$ cat config.mk
export PLATFORM = sky130hd
export DESIGN_NAME = scan_ascii_xlat
export DESIGN_NICKNAME = d
export VERILOG_FILES = /design/src/rtl/scan_xlat_pkg.sv /design/src/rtl/scan_shift_ctrl.sv /design/src/rtl/scan_letter_dp.sv /design/src/rtl/scan_ascii_xlat.sv
export SDC_FILE = /design/constraint.sdc
export NUM_CORES = 1
export LEC_CHECK = 0
export BUFFER_PORTS_ARGS = -buffer_cell sky130_fd_sc_hd__buf_4
export CAP_MARGIN = 15
export CORE_MARGIN = 4
export CORE_UTILIZATION = 55
export CTS_BUF_LIST = sky130_fd_sc_hd__clkbuf_8
export DETAILED_ROUTE_END_ITERATION = 7
export PLACE_DENSITY_LB_ADDON = 0.25
export REMOVE_ABC_BUFFERS = 1
export SYNTH_ARGS = -nofsm -noshare
export SYNTH_HDL_FRONTEND = slang
export SYNTH_SLANG_ARGS = --single-unit
export TNS_END_PERCENT = 30
$ cat constraint.sdc
create_clock -name clk -period 1.1 [get_ports clk]
set_input_delay 0.055 -clock clk [delete_from_list [all_inputs] [get_ports clk]]
set_output_delay 0.055 -clock clk [all_outputs]
set_load 0.1 [all_outputs]
$ cat src/rtl/scan_xlat_pkg.sv
package scan_xlat_pkg;

  // Strobes passed from the shift control to the translation datapath.
  typedef struct packed {
    logic emit;   // a press code was presented this cycle
    logic upper;  // at least one shift key is currently held
  } xlatStrobe_t;

  localparam int CASE_BIT = 5;  // ASCII lower/upper differ in this bit

endpackage

$ cat src/rtl/scan_shift_ctrl.sv
module scan_shift_ctrl
  import scan_xlat_pkg::*;
#(
  parameter int CODE_W = 8,
  parameter logic [CODE_W-2:0] LEFT_SHIFT = 7'h2A,
  parameter logic [CODE_W-2:0] RIGHT_SHIFT = 7'h36
) (
  input  logic              clk,
  input  logic              rst_n,
  input  logic              codeValid,
  input  logic [CODE_W-1:0] codeIn,
  output xlatStrobe_t       strobe
);

  localparam int KEY_W = CODE_W - 1;
  localparam int NUM_SHIFT = 2;
  localparam logic [KEY_W-1:0] SHIFT_KEYS [NUM_SHIFT] = '{LEFT_SHIFT, RIGHT_SHIFT};

  logic             isRelease;
  logic [KEY_W-1:0] keyId;
  logic [NUM_SHIFT-1:0] held;

  assign isRelease = codeIn[CODE_W-1];
  assign keyId     = codeIn[KEY_W-1:0];

  // One held flag per shift key: press sets, release clears.
  for (genvar s = 0; s < NUM_SHIFT; s++) begin : g_shift
    always_ff @(posedge clk or negedge rst_n) begin
      if (!rst_n) begin
        held[s] <= 1'b0;
      end else if (codeValid && keyId == SHIFT_KEYS[s]) begin
        held[s] <= !isRelease;
      end
    end
  end

  always_comb begin
    strobe.emit  = codeValid && !isRelease;
    strobe.upper = |held;
  end

endmodule

$ cat src/rtl/scan_letter_dp.sv
module scan_letter_dp
  import scan_xlat_pkg::*;
#(
  parameter int CODE_W = 8
) (
  input  logic              clk,
  input  logic              rst_n,
  input  logic [CODE_W-1:0] codeIn,
  input  xlatStrobe_t       strobe,
  output logic              asciiValid,
  output logic [CODE_W-1:0] asciiOut
);

  localparam int KEY_W = CODE_W - 1;

  logic [KEY_W-1:0]  keyId;
  logic              isLetter;
  logic [CODE_W-1:0] lowerChar;
  logic [CODE_W-1:0] caseMask;

  assign keyId = codeIn[KEY_W-1:0];

  // Key position to lower-case letter, row by row.
  always_comb begin
    isLetter  = 1'b1;
    lowerChar = '0;
    case (keyId)
      7'h10: lowerChar = "q";
      7'h11: lowerChar = "w";
      7'h12: lowerChar = "e";
      7'h13: lowerChar = "r";
      7'h14: lowerChar = "t";
      7'h15: lowerChar = "y";
      7'h16: lowerChar = "u";
      7'h17: lowerChar = "i";
      7'h18: lowerChar = "o";
      7'h19: lowerChar = "p";
      7'h1E: lowerChar = "a";
      7'h1F: lowerChar = "s";
      7'h20: lowerChar = "d";
      7'h21: lowerChar = "f";
      7'h22: lowerChar = "g";
      7'h23: lowerChar = "h";
      7'h24: lowerChar = "j";
      7'h25: lowerChar = "k";
      7'h26: lowerChar = "l";
      7'h2C: lowerChar = "z";
      7'h2D: lowerChar = "x";
      7'h2E: lowerChar = "c";
      7'h2F: lowerChar = "v";
      7'h30: lowerChar = "b";
      7'h31: lowerChar = "n";
      7'h32: lowerChar = "m";
      default: isLetter = 1'b0;
    endcase
  end

  always_comb begin
    caseMask = '0;
    caseMask[CASE_BIT] = strobe.upper;
  end

  always_ff @(posedge clk or negedge rst_n) begin
    if (!rst_n) begin
      asciiValid <= 1'b0;
      asciiOut   <= '0;
    end else begin
      asciiValid <= strobe.emit && isLetter;
      if (strobe.emit && isLetter) begin
        asciiOut <= lowerChar & ~caseMask;
      end
    end
  end

endmodule

$ cat src/rtl/scan_ascii_xlat.sv
module scan_ascii_xlat
  import scan_xlat_pkg::*;
#(
  parameter int CODE_W = 8,
  parameter logic [CODE_W-2:0] LEFT_SHIFT = 7'h2A,
  parameter logic [CODE_W-2:0] RIGHT_SHIFT = 7'h36
) (
  input  logic              clk,
  input  logic              rst_n,
  input  logic              codeValid,
  input  logic [CODE_W-1:0] codeIn,
  output logic              asciiValid,
  output logic [CODE_W-1:0] asciiOut
);

  xlatStrobe_t strobe;

  scan_shift_ctrl #(
    .CODE_W(CODE_W), .LEFT_SHIFT(LEFT_SHIFT), .RIGHT_SHIFT(RIGHT_SHIFT)
  ) u_ctrl (
    .clk(clk), .rst_n(rst_n), .codeValid(codeValid), .codeIn(codeIn),
    .strobe(strobe)
  );

  scan_letter_dp #(.CODE_W(CODE_W)) u_dp (
    .clk(clk), .rst_n(rst_n), .codeIn(codeIn), .strobe(strobe),
    .asciiValid(asciiValid), .asciiOut(asciiOut)
  );

endmodule

==> results.md <==
- The flow ran to the end, but the final reports show violations.
- The final reports fail on setup timing.
- The hold-critical path depth is 3.
- The kind of launch point of the worst setup path is a primary input.
- The final count of negative-setup-slack endpoints is 10.
- The number of clock sinks is 10.
- The number of filler instances in the final layout is 63.
- The sum of net half-perimeters after detailed placement is 2.04 mm.
- The worst hold path begins at codeIn[7].
- The global placement routability congestion is 0.880.
- The end point of the most critical hold path is u_ctrl.held[1]$_DFFE_PN0P_.
- The count of yosys warnings during synthesis is 0.
- Leaving out fill and tap cells, the most frequent cells in the layout are sky130_fd_sc_hd__buf_4, sky130_fd_sc_hd__dfrtp_1, sky130_fd_sc_hd__nand2_1.
- In this run the tool buffered the top-level ports with 18 buffer cells.
- Synthesis inferred 10 register bits.
- VDD sags by at most 1280 µV.
- The critical-path maximum fanout is 8.
- Of the post-synthesis cell area, the dominant cell type holds 0.279.
- The via count is 1,163.
- The post-route fraction of the period consumed by the critical path is 1.50.
- Static timing analysis puts the maximum clock frequency at 608 MHz.
- The analysis attributes to cell leakage a power of 0.612 nW.
- The post-detailed-routing wire length is 4.07 mm.
- Compared with the post-synthesis result, the final layout area differs by 57.0%.
- The top flip-flop cell by instance count after synthesis is sky130_fd_sc_hd__dfrtp_1.
- The final worst-path setup slack is -545 ps.
- At the worst endpoint, the required time is 1220 ps.
- The average routed wire per standard cell is 24.8 µm.
- The post-route cell area is 0.00141 mm².
- The ratio of routed vias to standard cells is 7.09.
- The pre-antenna-repair detailed-routing pass consisted of 4 iterations.
- The cell taking the most area after synthesis is sky130_fd_sc_hd__dfrtp_1.
- The via count of the first global-routing pass came to 1,171.
- The initial utilization of the core area, before any placement, comes to 0.589.
- The flop-to-flop setup slack is 260 ps.
- The design draws 0.00184 W.
- STA puts the critical path data arrival time at 1770 ps.
- The number of maximum-capacitance constraint violations is 0.
- On the final layout, the worst clock skew is 0.110 ps.
- Of the cells placed in the final design, the portion with a size suffix greater than 1 is 0.561.
- The overall die height is 48.4 µm.
- The number of standard cells after synthesis is 100.
- For this design the top-level I/O count stands at 20.
- The number of enable flip-flop cells after synthesis is 0.
- Leaving out fill and tap cells, the most frequent cell in the layout is sky130_fd_sc_hd__buf_4.
- The min-delay analysis places its worst path in the category primary input to flip-flop.
- The H-tree depth is 1.
- The area enclosed by the die boundary is 0.00234 mm².
- The number of antenna violations at the first check in global routing is 0.
- At the later pin of the worst-skew pair, clock insertion delay measures 240 ps.
- Row generation in the floorplan step produced 14 rows.
- After detailed routing, the number of remaining DRC violations is 0.
- The areal power density over the cells is 1300 mW/mm².
- The beginning of the worst register-to-register path is u_dp.asciiOut[6]$_DFFE_PN0P_.
- The maximum clock insertion buffer count is 2.
- In this run the cell area of the synthesized design comes to 897 µm².
- The critical path is of the primary input to flip-flop type.
- In this run, CTS created clock tree buffers numbering 3.
- Entering global routing, the biggest net connects 16 pins.
- The share of the yosys chip area belonging to registers is 0.279.
- After floorplanning, the core was sized to cover 0.00152 mm².
- The clock tree from TritonCTS is built.
- The hold violation count in the final report is 0.
- The number of nets in the finished design is 160.
- After clock tree synthesis, the clock-pin slew on the worst setup and hold paths is 50 ps.
- In the post-synthesis netlist, the biggest area contributors are sky130_fd_sc_hd__dfrtp_1, sky130_fd_sc_hd__mux2_2, sky130_fd_sc_hd__o21ai_0.
- The total cell area at the placement stage is 0.00121 mm².
- The worst reg2reg path depth is 1.
- The all-layer global routing usage is 0.316.
- The violation count after the first detailed-routing iteration is 66.
- For this run, asynchronously set or reset flops after synthesis account for 1.00.
- The number of nets still failing antenna checks after routing is 0.
- Dividing the synthesized area by the synthesized cell count gives 8.97 µm².
- The global-route wire length before repair is 5.85 mm.
- The number of unique standard cell types used by synthesis is 43.
- The die outline width is 48.4 µm.
- The number of pins with negative max-slew slack in the final report is 0.
- The count of inserted antenna diode cells is 0.
- Summed over all layers, the global routing overflow is 0.
- Setup repair after global routing could not meet its margin everywhere.
- STA classifies the critical path endpoint as a flip-flop.
- Counting I/O delays and the setup requirement, the final critical path takes 1640 ps.
- The buffer cell driving the clock tree root is sky130_fd_sc_hd__clkbuf_8.
- The worst-case setup slack after placement is -878 ps.
- The worst register-to-register path ends at u_dp.asciiOut[6]$_DFFE_PN0P_.
cells in the mapped netlist (2+ instances only):
master,number
sky130_fd_sc_hd__mux2_2,5
sky130_fd_sc_hd__nand2b_1,2
sky130_fd_sc_hd__o31ai_1,2
sky130_fd_sc_hd__nor3_2,2
sky130_fd_sc_hd__o211ai_1,2
sky130_fd_sc_hd__or3b_2,2
sky130_fd_sc_hd__nor3b_1,4
sky130_fd_sc_hd__clkbuf_1,3
sky130_fd_sc_hd__nand3_1,3
sky130_fd_sc_hd__buf_2,2
sky130_fd_sc_hd__buf_6,3
sky130_fd_sc_hd__inv_1,2
sky130_fd_sc_hd__o21ai_0,7
sky130_fd_sc_hd__buf_4,2
sky130_fd_sc_hd__o32ai_1,2
sky130_fd_sc_hd__nor2_1,4
sky130_fd_sc_hd__or2_2,3
sky130_fd_sc_hd__nor3_1,4
sky130_fd_sc_hd__nand2_1,9
sky130_fd_sc_hd__nand4_1,2
sky130_fd_sc_hd__xnor2_1,2
sky130_fd_sc_hd__dfrtp_1,10
sky130_fd_sc_hd__a21oi_1,3
worst max-delay path, cell delays in order:
cell                        delay, ps
sky130_fd_sc_hd__buf_6             90
sky130_fd_sc_hd__or3b_4           440
sky130_fd_sc_hd__buf_6            140
sky130_fd_sc_hd__a2111oi_4        230
sky130_fd_sc_hd__nor3_2           110
sky130_fd_sc_hd__a31oi_4          300
sky130_fd_sc_hd__mux2_2           390
per-stage QoR:
step	hold slack (ps)	utilization	TNS, ps	instances
6_report	120	0.924	-3750	164
5_1_grt	130	0.924	-4470	164
2_1_floorplan	-241	-	-3200	90
3_3_place_gp	-117	0.792	-6110	154
3_5_place_dp	-110	0.792	-6620	154
4_1_cts	101	0.895	-3100	162
where the power goes:
part	switching [W]	internal, W
registers	0.0000355	0.000426
clock network	0.000162	0.000316
logic	0.000633	0.000264
kinds of logic after synthesis:
logic type / Yosys count / synth area share
mux: 5 / 0.0628
buf+inv: 12 / 0.0865
compound gates: 25 / 0.226
xor+xnor: 2 / 0.0195
other cells: 1 / 0.00418
simple gates: 45 / 0.322
flops: 10 / 0.279
area by class of cell:
type / count / area, µm² / area share
Inverter: 2 / 7.51 / 0.00533
Clock buffer: 4 / 55.1 / 0.0391
Tap cell: 16 / 20.0 / 0.0142
Multi-Input combinational cell: 78 / 649 / 0.461
Sequential cell: 10 / 250 / 0.178
Timing Repair Buffer: 54 / 427 / 0.303
repair_timing:
item,CTS,global route
setup buffers,4,2
pin swaps,2,0
hold endpoints to repair,10,0
hold buffers,1,0
setup endpoints to repair,9,10
gates resized for setup,17,5
worst max-delay path by stage:
stage | from | end | slack (ps)
2_1_floorplan | codeIn[4] | u_dp.asciiOut[0]$_DFFE_PN0P_ | -490
5_1_grt | codeIn[4] | u_dp.asciiOut[5]$_DFFE_PN0P_ | -600
4_1_cts | codeIn[4] | u_dp.asciiOut[5]$_DFFE_PN0P_ | -490
6_report | codeIn[4] | u_dp.asciiOut[5]$_DFFE_PN0P_ | -540
3_3_place_gp | codeIn[4] | u_dp.asciiOut[4]$_DFFE_PN0P_ | -820
3_5_place_dp | codeIn[4] | u_dp.asciiOut[5]$_DFFE_PN0P_ | -880
flip-flops by register name (all words and copies together), names as in the netlist:
register,flops
u_ctrl.held,2
u_dp.asciiOut,7
u_dp.asciiValid,1
routing by layer:
| metal | track usage | part of all wire |
|---|---|---|
| met1 | 0.378 | 0.35 |
| met2 | 0.487 | 0.50 |
| met3 | 0.0644 | 0.093 |
| met4 | 0.244 | 0.058 |
| met5 | 0 | 0 |
No activity file was read; power rests on OpenSTA's default activity.
